## src/rtl/evc_pkg.sv

```systemverilog
package evc_pkg;

  localparam logic [1:0] ADDR_MODE  = 2'd0;
  localparam logic [1:0] ADDR_COUNT = 2'd1;
  localparam logic [1:0] ADDR_START = 2'd2;

  localparam logic [1:0] OP_EVENT = 2'b01;

  typedef enum logic [1:0] {
    POL_FALL = 2'b00,
    POL_RISE = 2'b01,
    POL_BOTH = 2'b10,
    POL_NONE = 2'b11
  } pol_e;

  typedef struct packed {
    logic       src_casc;
    logic [2:0] spare;
    pol_e       pol;
    logic [1:0] op;
  } mode_t;

endpackage

```

## src/rtl/evc_edge_sync.sv

```systemverilog
module evc_edge_sync
  import evc_pkg::*;
#(
  parameter int SYNC_STAGES = 2
) (
  input  logic clk,
  input  logic rst,
  input  logic din,
  input  pol_e pol,
  output logic edge_ev
);

  logic [SYNC_STAGES-1:0] sync_q;
  logic                   prev_q;

  genvar g;
  generate
    for (g = 0; g < SYNC_STAGES; g++) begin : g_stage
      if (g == 0) begin : g_first
        always_ff @(posedge clk) begin
          if (rst) sync_q[g] <= 1'b0;
          else     sync_q[g] <= din;
        end
      end else begin : g_next
        always_ff @(posedge clk) begin
          if (rst) sync_q[g] <= 1'b0;
          else     sync_q[g] <= sync_q[g-1];
        end
      end
    end
  endgenerate

  always_ff @(posedge clk) begin
    if (rst) prev_q <= 1'b0;
    else     prev_q <= sync_q[SYNC_STAGES-1];
  end

  logic rise, fall;
  assign rise = sync_q[SYNC_STAGES-1] & ~prev_q;
  assign fall = ~sync_q[SYNC_STAGES-1] & prev_q;

  always_comb begin
    unique case (pol)
      POL_FALL: edge_ev = fall;
      POL_RISE: edge_ev = rise;
      POL_BOTH: edge_ev = rise | fall;
      default:  edge_ev = 1'b0;
    endcase
  end

endmodule

```

## src/rtl/evc_event_mux.sv

```systemverilog
module evc_event_mux
  import evc_pkg::*;
(
  input  mode_t mode,
  input  logic  start,
  input  logic  ext_ev,
  input  logic  casc_ev,
  output logic  count_en
);

  logic src_ev;
  assign src_ev   = mode.src_casc ? casc_ev : ext_ev;
  assign count_en = start && (mode.op == OP_EVENT) && src_ev;

endmodule

```

## src/rtl/evc_core.sv

```systemverilog
module evc_core #(
  parameter int CNT_W = 16
) (
  input  logic             clk,
  input  logic             rst,
  input  logic             running,
  input  logic             count_en,
  input  logic             load_wr,
  input  logic [CNT_W-1:0] load_val,
  output logic [CNT_W-1:0] cnt_q,
  output logic [CNT_W-1:0] rld_q,
  output logic             uflow_q
);

  localparam logic [CNT_W-1:0] ZERO = '0;
  localparam logic [CNT_W-1:0] ONE  = CNT_W'(1);

  logic [CNT_W-1:0] next_rld;
  assign next_rld = load_wr ? load_val : rld_q;

  always_ff @(posedge clk) begin
    if (rst) begin
      cnt_q   <= ZERO;
      rld_q   <= ZERO;
      uflow_q <= 1'b0;
    end else begin
      uflow_q <= 1'b0;
      rld_q   <= next_rld;
      if (load_wr && !running) begin
        cnt_q <= load_val;
      end else if (count_en) begin
        if (cnt_q == ZERO) begin
          cnt_q   <= next_rld;
          uflow_q <= 1'b1;
        end else begin
          cnt_q <= cnt_q - ONE;
        end
      end
    end
  end

endmodule

```

## src/rtl/evc_regs.sv

```systemverilog
module evc_regs
  import evc_pkg::*;
#(
  parameter int CNT_W = 16
) (
  input  logic             clk,
  input  logic             rst,
  input  logic             reg_wr,
  input  logic [1:0]       reg_addr,
  input  logic [CNT_W-1:0] reg_wdata,
  input  logic [CNT_W-1:0] cnt,
  output mode_t            mode_q,
  output logic             start_q,
  output logic             wr_cnt,
  output logic [CNT_W-1:0] rdata_q
);

  assign wr_cnt = reg_wr && (reg_addr == ADDR_COUNT);

  always_ff @(posedge clk) begin
    if (rst) begin
      mode_q  <= '0;
      start_q <= 1'b0;
    end else if (reg_wr) begin
      if (reg_addr == ADDR_MODE)  mode_q  <= mode_t'(reg_wdata[7:0]);
      if (reg_addr == ADDR_START) start_q <= reg_wdata[0];
    end
  end

  always_ff @(posedge clk) begin
    if (rst) begin
      rdata_q <= '0;
    end else begin
      unique case (reg_addr)
        ADDR_MODE:  rdata_q <= CNT_W'(mode_q);
        ADDR_COUNT: rdata_q <= cnt;
        ADDR_START: rdata_q <= CNT_W'(start_q);
        default:    rdata_q <= '0;
      endcase
    end
  end

endmodule

```

## src/rtl/evc_counter.sv

```systemverilog
module evc_counter
  import evc_pkg::*;
#(
  parameter int CNT_W       = 16,
  parameter int SYNC_STAGES = 2
) (
  input  logic             clk,
  input  logic             rst,
  input  logic             reg_wr,
  input  logic [1:0]       reg_addr,
  input  logic [CNT_W-1:0] reg_wdata,
  output logic [CNT_W-1:0] reg_rdata,
  input  logic             ext_evt,
  input  logic             casc_in,
  output logic             casc_out,
  output logic             irq_req
);

  mode_t            mode_q;
  logic             start_q;
  logic             wr_cnt;
  logic             ext_ev;
  logic             count_en;
  logic [CNT_W-1:0] cnt_q;
  logic [CNT_W-1:0] rld_q;
  logic             uflow_q;

  evc_regs #(.CNT_W(CNT_W)) u_regs (
    .clk(clk), .rst(rst), .reg_wr(reg_wr), .reg_addr(reg_addr),
    .reg_wdata(reg_wdata), .cnt(cnt_q), .mode_q(mode_q),
    .start_q(start_q), .wr_cnt(wr_cnt), .rdata_q(reg_rdata)
  );

  evc_edge_sync #(.SYNC_STAGES(SYNC_STAGES)) u_sync (
    .clk(clk), .rst(rst), .din(ext_evt), .pol(mode_q.pol), .edge_ev(ext_ev)
  );

  evc_event_mux u_mux (
    .mode(mode_q), .start(start_q), .ext_ev(ext_ev),
    .casc_ev(casc_in), .count_en(count_en)
  );

  evc_core #(.CNT_W(CNT_W)) u_core (
    .clk(clk), .rst(rst), .running(start_q), .count_en(count_en),
    .load_wr(wr_cnt), .load_val(reg_wdata), .cnt_q(cnt_q),
    .rld_q(rld_q), .uflow_q(uflow_q)
  );

  assign casc_out = uflow_q;
  assign irq_req  = uflow_q;

endmodule

```

## config.mk

```make
export PLATFORM = sky130hd
export DESIGN_NAME = evc_counter
export DESIGN_NICKNAME = d
export VERILOG_FILES = /design/src/rtl/evc_pkg.sv /design/src/rtl/evc_edge_sync.sv /design/src/rtl/evc_event_mux.sv /design/src/rtl/evc_core.sv /design/src/rtl/evc_regs.sv /design/src/rtl/evc_counter.sv
export SDC_FILE = /design/constraint.sdc
export NUM_CORES = 1
export LEC_CHECK = 0
export BUFFER_PORTS_ARGS = -buffer_cell sky130_fd_sc_hd__buf_2
export CORE_ASPECT_RATIO = 0.5
export CORE_MARGIN = 2
export CORE_UTILIZATION = 57
export CTS_CLUSTER_DIAMETER = 50
export DETAILED_ROUTE_END_ITERATION = 10
export PLACE_DENSITY_LB_ADDON = 0.12
export SETUP_SLACK_MARGIN = 0.05
export SYNTH_ARGS = -nofsm -noshare
export SYNTH_HDL_FRONTEND = slang
export SYNTH_SLANG_ARGS = --single-unit
```

## constraint.sdc

```tcl
create_clock -name clk -period 2.6 [get_ports clk]
set_input_delay 0.52 -clock clk [delete_from_list [all_inputs] [get_ports clk]]
set_output_delay 0.52 -clock clk [all_outputs]
set_load 0.02 [all_outputs]
```

== Word-level counts from Yosys, hierarchy flattened ==
Cells that the tools add are included.

* Register bits after elaboration: 61
* Input port bits: 23
* Output and inout port bits: 18
* Word-level logic and storage cells: 44

* $add $sub $neg: 1
* Equal/unequal tests: 5
* Mux-type cells: 8
* Bitwise operators: 6
* Reductions and logical operators: 12

{| class="wikitable"
|+ Operators by type and width
! kind !! number
|-
| $mux 16 || 4
|-
| $pmux 16 s3 || 1
|-
| $logic_not 16->1 || 1
|-
| $sub 16x1->16 const B || 1
|-
| $eq 2x1->1 const B || 3
|-
| $eq 2x2->1 const B || 2
|-
| $logic_and 1x1->1 || 4
|-
| $logic_not 2->1 || 2
|-
| $reduce_and 2->1 || 2
|-
| $not 1->1 || 3
|-
| $pmux 1 s3 || 1
|-
| $reduce_or 3->1 || 1
|-
| $and 1x1->1 || 2
|-
| $mux 1 || 2
|-
| $reduce_bool 2->1 || 1
|-
| $logic_not 1->1 || 1
|-
| $or 1x1->1 || 1
|}

== Longest topological paths before layout ==
* Depth in word-level cells: 8
* Gate-level depth with buffers: 8
* Depth with buffers taken out: 7

== Modules after synthesis ==
From an unflattened synthesis, not the netlist that was laid out.

* Cells, all modules: 329
* Area total of the unflattened synthesis: 3034.2 um2

{| class="wikitable"
|+ Modules (own cells, without submodules)
! module !! times used !! cells each !! area each (um2)
|-
| evc_core || 1 || 226 || 1879.3
|-
| evc_regs || 1 || 86 || 992.2
|-
| evc_edge_sync || 1 || 13 || 131.4
|-
| evc_event_mux || 1 || 3 || 23.8
|-
| evc_counter || 1 || 1 || 7.5
|}

== Least setup slack after synthesis ==
Ideal clock, no wire load.

* Path type: flip-flop to flip-flop
* Start point: reg u_core.cnt_q[0]
* End point: reg u_core.cnt_q[9]
* Setup time: 0.074 ns
* Data arrival time: 1.811 ns
* Setup slack: 0.715 ns
* Cell stages (with the launch flop): 9
* Path buffers: 1
* Clock period less this slack: 1.885 ns
* Cells stage by stage: dfxtp_1 > inv_1 > ha_1 > nor2b_1 > and4_4 > and2_4 > buf_8 > a2111o_1 > a31oi_1

* Longest elaborated chain between the ends: 4
* Elaborated cells on any way between the ends: 5
* Those cells by class: add/sub: 1; mux: 3; reduce/logical: 1

{| class="wikitable"
|+ Ends and longest elaborated chain
! element !! line !! text
|-
| start: declaration || evc_core.sv:10 || <nowiki>output logic [CNT_W-1:0] cnt_q,</nowiki>
|-
| start signal: assignment || evc_core.sv:30 || <nowiki>cnt_q <= load_val;</nowiki>
|-
| start signal: assignment || evc_core.sv:33 || <nowiki>cnt_q <= next_rld;</nowiki>
|-
| start signal: assignment || evc_core.sv:36 || <nowiki>cnt_q <= cnt_q - ONE;</nowiki>
|-
| $sub 16x1->16 or $logic_not 16->1 (tied branches) || evc_core.sv:36, evc_core.sv:32 ||
|-
| $mux 16 * || evc_core.sv:32 || <nowiki>if (cnt_q == ZERO) begin</nowiki>
|-
| $mux 16 * || evc_core.sv:31 || <nowiki>end else if (count_en) begin</nowiki>
|-
| $mux 16 * || evc_core.sv:29 || <nowiki>if (load_wr && !running) begin</nowiki>
|}

Mark *: on every way between the ends. The rest lies on a longest branch, timed or not. The select of a mux whose other input is x is not followed.
A chain may end at the register's enable or synchronous reset.

== Worst setup path in the final report ==
* Start point: reg u_sync.prev_q
* End point: reg u_core.cnt_q[12]

* Longest elaborated chain between the ends: 7
* Elaborated cells on any way between the ends: 8
* Those cells by class: mux: 2; bitwise: 4; reduce/logical: 2

{| class="wikitable"
|+ Ends and longest elaborated chain
! element !! line !! text
|-
| start: declaration || evc_edge_sync.sv:14 || <nowiki>logic prev_q;</nowiki>
|-
| start signal: assignment || evc_edge_sync.sv:35 || <nowiki>else prev_q <= sync_q[SYNC_STAGES-1];</nowiki>
|-
| $not 1->1 || evc_edge_sync.sv:39 || <nowiki>assign rise = sync_q[SYNC_STAGES-1] & ~prev_q;</nowiki>
|-
| $and 1x1->1 || evc_edge_sync.sv:39 ||
|-
| $or 1x1->1 || evc_edge_sync.sv:46 || <nowiki>POL_BOTH: edge_ev = rise | fall;</nowiki>
|-
| $pmux 1 s3 * || evc_edge_sync.sv:43 || <nowiki>unique case (pol)</nowiki>
|-
| $mux 1 * || evc_event_mux.sv:12 || <nowiki>assign src_ev = mode.src_casc ? casc_ev : ext_ev;</nowiki>
|-
| $logic_and 1x1->1 * || evc_event_mux.sv:13 || <nowiki>assign count_en = start && (mode.op == OP_EVENT) && src_ev;</nowiki>
|-
| $reduce_bool 2->1 (no line) * || - ||
|}

Mark *: on every way between the ends. The rest lies on a longest branch, timed or not.

==> impl_metrics.json <==
{
  "status": "finished, final reports clean",
  "syn-num-nets": 350,
  "yosysSeqAreaShare": 0.4176,
  "synthMuxAreaShare": 0.1181,
  "synth_top_area_share": 0.4176,
  "clock_sinks": 61,
  "cts_hold_buf": 0,
  "ys_ff_latch": 61,
  "wl_per_cell_um": 15.45,
  "regToRegSetupSlack_ps": 500,
  "power.density_mw_per_mm2": 618.3,
  "port_buffers": 40,
  "r2r_start": "u_sync.prev_q$_SDFF_PP0_",
  "rsz0062_at_grt": "false",
  "fin_nets": 388,
  "syn_area_per_cell_um2": 9.053,
  "holdPathStages": 2,
  "vias_per_cell": 5.665,
  "critPathMaxFanout": 13,
  "netlist_instances": 323,
  "p_leak_nw": 1.466,
  "drt-initial-drc-count": 211,
  "r2r_end": "u_core.cnt_q[12]$_SDFFE_PP0P_",
  "relSlewSlack": 0.5534,
  "yosys_warnings": 0,
  "grt_util_all_layers": 0.2559,
  "post-route-cell-area_mm2": 0.003317,
  "ir_worst_vdd_mv": 0.3570,
  "start_kind": "register",
  "drv_slew": 0,
  "antenna_found_initial": 0,
  "firstDrtPassIters": 5,
  "hold_viol": 0,
  "synthAdderAreaFrac": 0.01712,
  "root_buffer": "clkbuf_8",
  "final.setup.tns_ps": 0,
  "yosys.area_share.simple": 0.2567,
  "cts_tree": "built",
  "finalPower_mw": 2.051,
  "initial_utilization": 0.5928,
  "die_height_um": 54.65,
  "die_w_um": 105.3,
  "yosysTopAreaCell": "dfxtp_1",
  "n_antenna_cell": 0,
  "max-cap-violations": 0,
  "fin_skew_ps": 6.519,
  "path_clk_slew_ps": 70,
  "hold_start": "ext_evt",
  "period_needed_ps": 2101,
  "grt_overflow": 0,
  "drc_errors": 0,
  "synth_ff_type": "dfxtp_1",
  "drive_gt1_frac": 0.2295,
  "gp_congestion": 0.8820,
  "synth-xor-area-share": 0.02097,
  "holdPathEnd": "u_sync.sync_q[0]$_SDFF_PP0_",
  "dpl_cell_area_mm2": 0.003141,
  "reg2regPathDepth": 7,
  "ant_nets": 0,
  "dpl.hpwl_um": 4803,
  "endpoint_kind": "register",
  "arrival_ps": 2370,
  "vias": 2470,
  "dieArea_mm2": 0.005754,
  "coreArea_mm2": 0.004932,
  "cts_buffer_depth": 2,
  "hold_path.class": "input pin to register",
  "fmax_mhz": 475.9,
  "cts_max_level": 3,
  "grt_pass1_wl_um": 10950,
  "worst_pin_slew_ps": 664.4,
  "numCtsBuffers": 9,
  "yosysUniqueCellTypes": 54,
  "critPathRequiredTime_ps": 2870,
  "fin_util": 0.6725,
  "num_rows": 18,
  "synth_compound_area_frac": 0.1117,
  "grt_pass1_vias": 2219,
  "synth.area.top_cells": "dfxtp_1 (42%), mux2i_1 (11%), nor2_1 (5.9%)",
  "synth_top_family_by_area": "simple AND/OR/NAND/NOR gates",
  "cts_setup_buffers": 0,
  "drt-total-wl_um": 6736,
  "critPathKind": "register to register",
  "grt_max_degree": 20,
  "netlist_area_mm2": 0.002924,
  "insertion_delay_ps": 360,
  "finalCritPeriodShare": 0.8082,
  "syn_to_final_growth_pct": 13.44,
  "cts_resized": 0,
  "finalSetupViolCount": 0,
  "synth-edff-count": 0,
  "ioPinCount": 41,
  "async_flop_share": 0
}
## layer usage
layer / part of all wire / GRT usage / vias up
met2: 0.42 / 0.3871 / 98
li1: - / - / 1213
met1: 0.50 / 0.3465 / 1148
met4: 0.014 / 0.09333 / 0
met3: 0.075 / 0.08214 / 11
met5: 0 / 0 / -
## power breakdown
part / switching [mW] / total, mW / internal (mW)
sequential: 0.0257 / 0.985 / 0.960
combinational: 0.181 / 0.315 / 0.134
clock: 0.405 / 0.750 / 0.345
total: 0.612 / 2.05 / 1.44
## state kept, by name (all words and copies together) (netlist names)
signal	count
u_regs.rdata_q	16
u_sync.sync_q	2
u_regs.start_q	1
u_core.uflow_q	1
u_sync.prev_q	1
u_regs.mode_q	8
u_core.rld_q	16
u_core.cnt_q	16
## cell type report
| cell class | count | area, um2 |
|---|---|---|
| fill | 425 | 1615 |
| multi-input combinational | 234 | 1534 |
| sequential | 61 | 1221 |
| timing repair buffer | 51 | 282.8 |
| clock buffer | 9 | 123.9 |
| tap | 70 | 87.58 |
| clock inverter | 7 | 52.55 |
| inverter | 4 | 15.01 |
## how the worst max path moves through the flow
stage | from | endpoint | cells after the start
2_1_floorplan | u_core.cnt_q[0]$_SDFFE_PP0P_ | u_core.cnt_q[9]$_SDFFE_PP0P_ | 8
3_3_place_gp | u_sync.prev_q$_SDFF_PP0_ | u_core.cnt_q[12]$_SDFFE_PP0P_ | 7
3_5_place_dp | u_sync.prev_q$_SDFF_PP0_ | u_core.cnt_q[12]$_SDFFE_PP0P_ | 7
4_1_cts | u_sync.prev_q$_SDFF_PP0_ | u_core.cnt_q[12]$_SDFFE_PP0P_ | 7
5_1_grt | u_sync.prev_q$_SDFF_PP0_ | u_core.cnt_q[12]$_SDFFE_PP0P_ | 7
6_report | u_sync.prev_q$_SDFF_PP0_ | u_core.cnt_q[12]$_SDFFE_PP0P_ | 7
## cell usage in the layout (no fill, tap or decap), types with 3 or more instances in the layout
cell	count
a21oi_1	5
a2bb2oi_1	4
a31oi_1	13
and3_1	9
buf_2	40
buf_4	11
clkbuf_8	9
clkinvlp_4	4
dfxtp_1	61
ha_1	4
inv_1	4
mux2i_1	33
nand2_1	31
nand2b_1	3
nand3_1	19
nand4_1	3
nor2_1	46
nor2b_1	5
nor3_1	5
o211ai_1	6
o21ai_0	3
o22ai_1	4
xnor2_1	3
xor2_1	4
## per-stage QoR
stage,worst slack (ps),hold WS (ps),instances
5_1_grt,309.1,399.8,436
6_report,498.6,380.4,436
2_1_floorplan,714.9,413.8,323
4_1_cts,507.6,372.0,436
3_5_place_dp,514.7,448.9,420
3_3_place_gp,595.2,432.3,420
## cell families (layout without fill, tap and decap cells)
logic type	count (synthesis)	count (layout)
compound gates	45	45
xor+xnor	7	7
fa+ha+maj	4	4
buf+inv	28	71
flops	61	61
mux	34	34
simple gates	144	144
## synthesized netlist by cell type (4+ instances only)
cell       instances
buf_2              8
nor2b_1            5
xor2_1             4
a31oi_1           13
a21oi_1            5
dfxtp_1           61
o22ai_1            4
a2bb2oi_1          4
nand3_1           19
and3_1             9
nor2_1            46
o211ai_1           6
buf_4              5
clkbuf_1           6
nor3_1             5
ha_1               4
inv_1              4
mux2i_1           33
nand2_1           31
## worst max-delay path: stages (launching register included)
cell and delay (ps):
dfxtp_1 340, inv_1 50, ha_1 270, nand2b_1 140, a21oi_1 210, o31a_1 550
nand2b_1 240, o32ai_2 230
No activity file was read; power rests on OpenSTA's default activity.
